**config.mk**
```make
export PLATFORM = sky130hd
export DESIGN_NAME = sleep_smi_regs
export DESIGN_NICKNAME = d
export VERILOG_FILES = /design/src/rtl/sleep_smi_pkg.sv /design/src/rtl/sleep_smi_ctrl.sv /design/src/rtl/sleep_smi_dp.sv /design/src/rtl/sleep_smi_regs.sv
export SDC_FILE = /design/constraint.sdc
export NUM_CORES = 1
export LEC_CHECK = 0
export BUFFER_PORTS_ARGS = -buffer_cell sky130_fd_sc_hd__buf_2
export CORE_AREA = 2 2 40 42
export DETAILED_ROUTE_END_ITERATION = 10
export DIE_AREA = 0 0 42 44
export GPL_TIMING_DRIVEN = 0
export HOLD_SLACK_MARGIN = 0.03
export PLACE_DENSITY = 0.6
export SKIP_LAST_GASP = 1
export SYNTH_ARGS = -nofsm -noshare
export SYNTH_HDL_FRONTEND = slang
export SYNTH_SLANG_ARGS = --single-unit
```
**constraint.sdc**
```tcl
create_clock -name clk -period 1.4 [get_ports clk]
set_input_delay 0.28 -clock clk [delete_from_list [all_inputs] [get_ports clk]]
set_output_delay 0.28 -clock clk [all_outputs]
set_load 0.03 [all_outputs]
```
**src/rtl/sleep_smi_pkg.sv**
```systemverilog
package sleep_smi_pkg;

  typedef enum logic [2:0] {
    RD_NONE    = 3'd0,
    RD_CTRL_LO = 3'd1,
    RD_CTRL_HI = 3'd2,
    RD_STATUS  = 3'd3,
    RD_ENABLE  = 3'd4
  } rdSel_e;

  typedef struct packed {
    logic   wrSlpType;
    logic   slpTrig;
    logic   clrStatus;
    logic   wrEnable;
    rdSel_e rdSel;
  } strobe_t;

endpackage

```
**src/rtl/sleep_smi_ctrl.sv**
```systemverilog
module sleep_smi_ctrl
  import sleep_smi_pkg::*;
#(
  parameter int ADDR_W = 8,
  parameter int DATA_W = 8,
  parameter logic [ADDR_W-1:0] OFF_CTRL_LO = 'h60,
  parameter logic [ADDR_W-1:0] OFF_CTRL_HI = 'h61,
  parameter logic [ADDR_W-1:0] OFF_STATUS  = 'h64,
  parameter logic [ADDR_W-1:0] OFF_ENABLE  = 'h66,
  parameter int SLP_EN_BIT = 5,
  parameter int EVT_BIT    = 5
) (
  input  logic              clk,
  input  logic              rstN,
  input  logic [ADDR_W-1:0] regAddr,
  input  logic              regWr,
  input  logic              regRd,
  input  logic [DATA_W-1:0] regWdata,
  output strobe_t           strobes
);

  logic hitLo, hitHi, hitStat, hitEn;

  assign hitLo   = (regAddr == OFF_CTRL_LO);
  assign hitHi   = (regAddr == OFF_CTRL_HI);
  assign hitStat = (regAddr == OFF_STATUS);
  assign hitEn   = (regAddr == OFF_ENABLE);

  always_comb begin
    strobes           = '0;
    strobes.rdSel     = RD_NONE;
    strobes.wrSlpType = regWr && hitHi;
    strobes.slpTrig   = regWr && hitHi && regWdata[SLP_EN_BIT];
    strobes.clrStatus = regWr && hitStat && regWdata[EVT_BIT];
    strobes.wrEnable  = regWr && hitEn;
    if (regRd) begin
      if (hitLo)        strobes.rdSel = RD_CTRL_LO;
      else if (hitHi)   strobes.rdSel = RD_CTRL_HI;
      else if (hitStat) strobes.rdSel = RD_STATUS;
      else if (hitEn)   strobes.rdSel = RD_ENABLE;
    end
  end

  // one write strobe family at most per cycle
  a_r9_single_target: assert property (@(posedge clk) disable iff (!rstN)
    $onehot0({strobes.wrSlpType, strobes.clrStatus, strobes.wrEnable}));

  // no read selection without read strobe
  a_r10_no_sel_idle: assert property (@(posedge clk) disable iff (!rstN)
    !regRd |-> strobes.rdSel == RD_NONE);

endmodule

```
**src/rtl/sleep_smi_dp.sv**
```systemverilog
module sleep_smi_dp
  import sleep_smi_pkg::*;
#(
  parameter int DATA_W      = 8,
  parameter int SLPTYP_LSB  = 2,
  parameter int SLPTYP_W    = 3,
  parameter int EVT_BIT     = 5
) (
  input  logic              clk,
  input  logic              rstN,
  input  strobe_t           strobes,
  input  logic [DATA_W-1:0] regWdata,
  output logic [DATA_W-1:0] regRdata,
  output logic              statusQ,
  output logic              enableQ
);

  localparam int SLPTYP_MSB = SLPTYP_LSB + SLPTYP_W - 1;

  logic [SLPTYP_W-1:0] slpTypeQ;
  logic [DATA_W-1:0]   hiView, statView, enView;

  always_ff @(posedge clk or negedge rstN) begin
    if (!rstN) begin
      slpTypeQ <= '0;
      statusQ  <= 1'b0;
      enableQ  <= 1'b0;
    end else begin
      if (strobes.wrSlpType) slpTypeQ <= regWdata[SLPTYP_MSB:SLPTYP_LSB];
      if (strobes.wrEnable)  enableQ  <= regWdata[EVT_BIT];
      if (strobes.slpTrig)        statusQ <= 1'b1;
      else if (strobes.clrStatus) statusQ <= 1'b0;
    end
  end

  always_comb begin
    hiView   = '0;
    statView = '0;
    enView   = '0;
    hiView[SLPTYP_MSB:SLPTYP_LSB] = slpTypeQ;
    statView[EVT_BIT] = statusQ;
    enView[EVT_BIT]   = enableQ;
  end

  always_comb begin
    unique case (strobes.rdSel)
      RD_CTRL_HI: regRdata = hiView;
      RD_STATUS:  regRdata = statView;
      RD_ENABLE:  regRdata = enView;
      default:    regRdata = '0;
    endcase
  end

  // trigger sets status next cycle
  a_r3_trig_sets: assert property (@(posedge clk) disable iff (!rstN)
    strobes.slpTrig |=> statusQ);

  // write-one clears status
  a_r7_clear: assert property (@(posedge clk) disable iff (!rstN)
    (strobes.clrStatus && !strobes.slpTrig) |=> !statusQ);

  // sleep-type write without trigger keeps status
  a_r8_type_no_effect: assert property (@(posedge clk) disable iff (!rstN)
    (strobes.wrSlpType && !strobes.slpTrig && !strobes.clrStatus) |=> $stable(statusQ));

  // sleep-enable bit position never reads back set
  a_r4_slpen_reads_zero: assert property (@(posedge clk) disable iff (!rstN)
    (strobes.rdSel == RD_CTRL_HI) |-> !regRdata[EVT_BIT]);

endmodule

```
**src/rtl/sleep_smi_regs.sv**
```systemverilog
module sleep_smi_regs
  import sleep_smi_pkg::*;
#(
  parameter int ADDR_W = 8,
  parameter int DATA_W = 8
) (
  input  logic              clk,
  input  logic              rstN,
  input  logic [ADDR_W-1:0] regAddr,
  input  logic              regWr,
  input  logic              regRd,
  input  logic [DATA_W-1:0] regWdata,
  output logic [DATA_W-1:0] regRdata,
  output logic              smiOut
);

  localparam int SLP_EN_BIT = 5;
  localparam int EVT_BIT    = 5;

  strobe_t strobes;
  logic    statusQ, enableQ;

  sleep_smi_ctrl #(
    .ADDR_W(ADDR_W), .DATA_W(DATA_W),
    .SLP_EN_BIT(SLP_EN_BIT), .EVT_BIT(EVT_BIT)
  ) u_ctrl (
    .clk(clk), .rstN(rstN), .regAddr(regAddr), .regWr(regWr),
    .regRd(regRd), .regWdata(regWdata), .strobes(strobes)
  );

  sleep_smi_dp #(
    .DATA_W(DATA_W), .SLPTYP_LSB(2), .SLPTYP_W(3), .EVT_BIT(EVT_BIT)
  ) u_dp (
    .clk(clk), .rstN(rstN), .strobes(strobes), .regWdata(regWdata),
    .regRdata(regRdata), .statusQ(statusQ), .enableQ(enableQ)
  );

  assign smiOut = statusQ && enableQ;

  // SMI rises only when a trigger or enable write just happened
  a_r6_rise_cause: assert property (@(posedge clk) disable iff (!rstN)
    $rose(smiOut) |-> $past(strobes.slpTrig || strobes.wrEnable));

  // idle bus returns zero
  a_r10_idle_zero: assert property (@(posedge clk) disable iff (!rstN)
    !regRd |-> regRdata == '0);

endmodule

```
==> results.sh <==
export IMPL_grt_use_total_pct=10.42
export IMPL_ys_flop_type="dfrtp_1"
export IMPL_yosys_warnings=0
export IMPL_tns_ns=-2.202
export IMPL_die_w_um=42
export IMPL_areaGrowthSynthToFinish_pct=59.11
export IMPL_portBuffers=20
export IMPL_numCtsBuffers=3
export IMPL_place_inst=79
export IMPL_fmax_ghz=0.5808
export IMPL_vias_per_cell=4.570
export IMPL_antenna_found_initial=0
export IMPL_cp_arrival_ns=1.85
export IMPL_slew_violations=0
export IMPL_synth_fa_ha_area_share_pct=0
export IMPL_n_antenna_cell=0
export IMPL_power_share_switching_pct=26.25
export IMPL_path_clk_slew_ns=0.04
export IMPL_grtUsageMet2_pct=16.56
export IMPL_final_cell_count_no_fill=86
export IMPL_syn_area_um2=391.6
export IMPL_grt_start_max_net_pins=6
export IMPL_h_tree_depth=1
export IMPL_ant_nets=0
export IMPL_p_leak_uw=0.0003306
export IMPL_synth_edf_count=0
export IMPL_violations="setup timing"
export IMPL_post_synth_num_cell_types=22
export IMPL_dieArea_um2=1848
export IMPL_finalPower_uw=411.5
export IMPL_grt_ovfl_total=0
export IMPL_clockRootBuffer="clkbuf_4"
export IMPL_wl_per_cell_um=9.651
export IMPL_synth_yosys_seq_area_share_pct=31.95
export IMPL_combPwrFrac_pct=22.5
export IMPL_drt_iter0_markers=5
export IMPL_ys_seq_elements=5
export IMPL_initial_utilization_pct=27.60
export IMPL_synthTopCellsByArea="dfrtp_1 (32%), mux2_4 (12%), buf_4 (7.7%)"
export IMPL_status="finished, violations left"
export IMPL_core_area_um2=1419
export IMPL_die_y_um=44
export IMPL_critPathMaxFanout=3
export IMPL_setup_violations=7
export IMPL_grtUsageMet3_pct=5.833
export IMPL_drv_cap=0
export IMPL_synth_top_family_by_area="simple AND/OR/NAND/NOR gates"
export IMPL_endpoint_kind="flip-flop"
export IMPL_grt_pass1_vias=364
export IMPL_synth_compound_area_share_pct=4.792
export IMPL_totalWireLength_um=830
export IMPL_crit_type="in -> reg"
export IMPL_synthArstFlopShare_pct=100.0
export IMPL_fin_crit_sh_pct=123.0
export IMPL_fin_ws_ns=-0.3217
export IMPL_ir_drop_v=0.0005395
export IMPL_cp_required_ns=1.52
export IMPL_clkPwrFrac_pct=40.1
export IMPL_timing_final_crit_period_ns=1.722
export IMPL_switching_power_uw=108.0
export IMPL_gp_congestion=0.7470
export IMPL_drive_above_1_share_pct=58.57
export IMPL_nets=91
export IMPL_skew_ns=0
export IMPL_hp_class="in -> reg"
export IMPL_syn_area_per_cell_um2=9.791
export IMPL_synth_top_area_share_pct=31.95
export IMPL_clock_latency_ns=0.24
export IMPL_p_seq_share_pct=37.4
export IMPL_synthTopCellsByCount="dfrtp_1 (5), buf_4 (4), and3_1 (3), inv_1 (3), mux2_4 (3)"
export IMPL_power_density_nw_per_um2=660.4
export IMPL_synth_top_area_cell="dfrtp_1"
export IMPL_hold_viol=0
export IMPL_dpl_instance_area_um2=533.0
export IMPL_rsz0062_at_grt="true"
export IMPL_grt_pass1_wl_mm=1.449
export IMPL_synth_most_common_cell="dfrtp_1"
export IMPL_muxShareOfSynthArea_pct=14.38
export IMPL_intPower_uw=303.5
export IMPL_clock_path_buffers=2
export IMPL_design_area_um2=623.1
export IMPL_dr_total_vias=393
export IMPL_syn_inst=40
export IMPL_dr_pass1_iters=3
export IMPL_synth_simple_area_share_pct=35.14
export IMPL_grt_met1_usage_pct=12.50
export IMPL_setup_worst_path_start_class="input port"
export IMPL_num_rows=14
export IMPL_synth_xor_area_share_pct=2.236
export IMPL_grt_busiest_layer="met2"
export IMPL_ios=29
export IMPL_cts_tree="done"
export IMPL_cts_sinks=5
export IMPL_drc=0
## critical path, stage by stage
cell and delay, ns:
buf_6 0.09, or4b_4 0.55, buf_4 0.16, or4_4 0.46, mux2_4 0.31
## per-stage QoR
step	hold slack [ns]	worst slack [ns]	util [%]
floorplan	-0.01559	-0.3002	-
detailed placement	0.1028	-0.6242	37.57
finish	0.2690	-0.3217	43.92
CTS	0.2659	-0.3608	43.92
global placement	0.1000	-0.6256	37.57
global route	0.2605	-0.4063	43.92
## final timing paths
kind,startpoint,endpoint,slack (ns),cells after the start
setup reg to reg,u_dp.enableQ,u_dp.enableQ,0.64,1
hold reg to reg,u_dp.slpTypeQ[2],u_dp.slpTypeQ[2],0.50,1
setup / recovery,regAddr[4],u_dp.slpTypeQ[2],-0.32,5
hold / removal,regWdata[2],u_dp.slpTypeQ[0],0.27,2
min in group asynchronous,rstN,u_dp.slpTypeQ[1],0.38,2
max in group asynchronous,rstN,u_dp.slpTypeQ[2],0.89,2
## kinds of logic (layout without fill, tap and decap cells)
group,Yosys count,count (layout)
compound gates,3,3
xor+xnor,1,1
mux,4,4
simple gates,19,19
flops,5,5
other cells,1,4
buf+inv,7,34
## registers in the layout, summed over array words and instances (netlist names)
signal,flops
u_dp.slpTypeQ,3
u_dp.enableQ,1
u_dp.statusQ,1
## layout make-up
type                    instances  area [um2]
flip-flops and latches          5       125.1
repair buffers                 23       152.6
plain buffers                   4       30.03
clock buffers                   4       26.28
well taps                      16       20.02
inverters                       3       11.26
fillers                       151       795.8
multi-input cells              31       257.7
## power groups by stage
stage,Sequential (uW),Clock (uW),Combinational (uW)
after global placement,156,0,85.0
after detailed placement,156,0,85.6
after global routing,154,183,102
final,154,165,92.6
after floorplan,155,0,51.3
after CTS,154,170,93.2
## layout by cell type, fill, tap and decap left out, types with 2 or more instances in the layout
master / instances
and3_2: 3
buf_2: 15
buf_4: 7
buf_6: 4
clkbuf_4: 3
conb_1: 4
dfrtp_1: 5
inv_1: 3
mux2_4: 3
nand2b_1: 2
nand3b_1: 2
nand4b_1: 2
o21ai_0: 2
## metal layers
metal | part of all wire [%] | routed length (um)
met5 | 0 | 0
met1 | 43 | 360
met2 | 47 | 391
met3 | 9.3 | 77
met4 | 0 | 0
## repair_timing
action / 4_1_cts / 5_1_grt
setup endpoints to repair: 7 / 7
endpoints found under the hold margin: 5 / 0
hold buffers: 1 / 0
buffers inserted: 2 / 0
pin swaps: 2 / 1
gates resized for setup: 10 / 0
cloned: 0 / 0
Note: power is estimated with default switching activity, not from simulation.
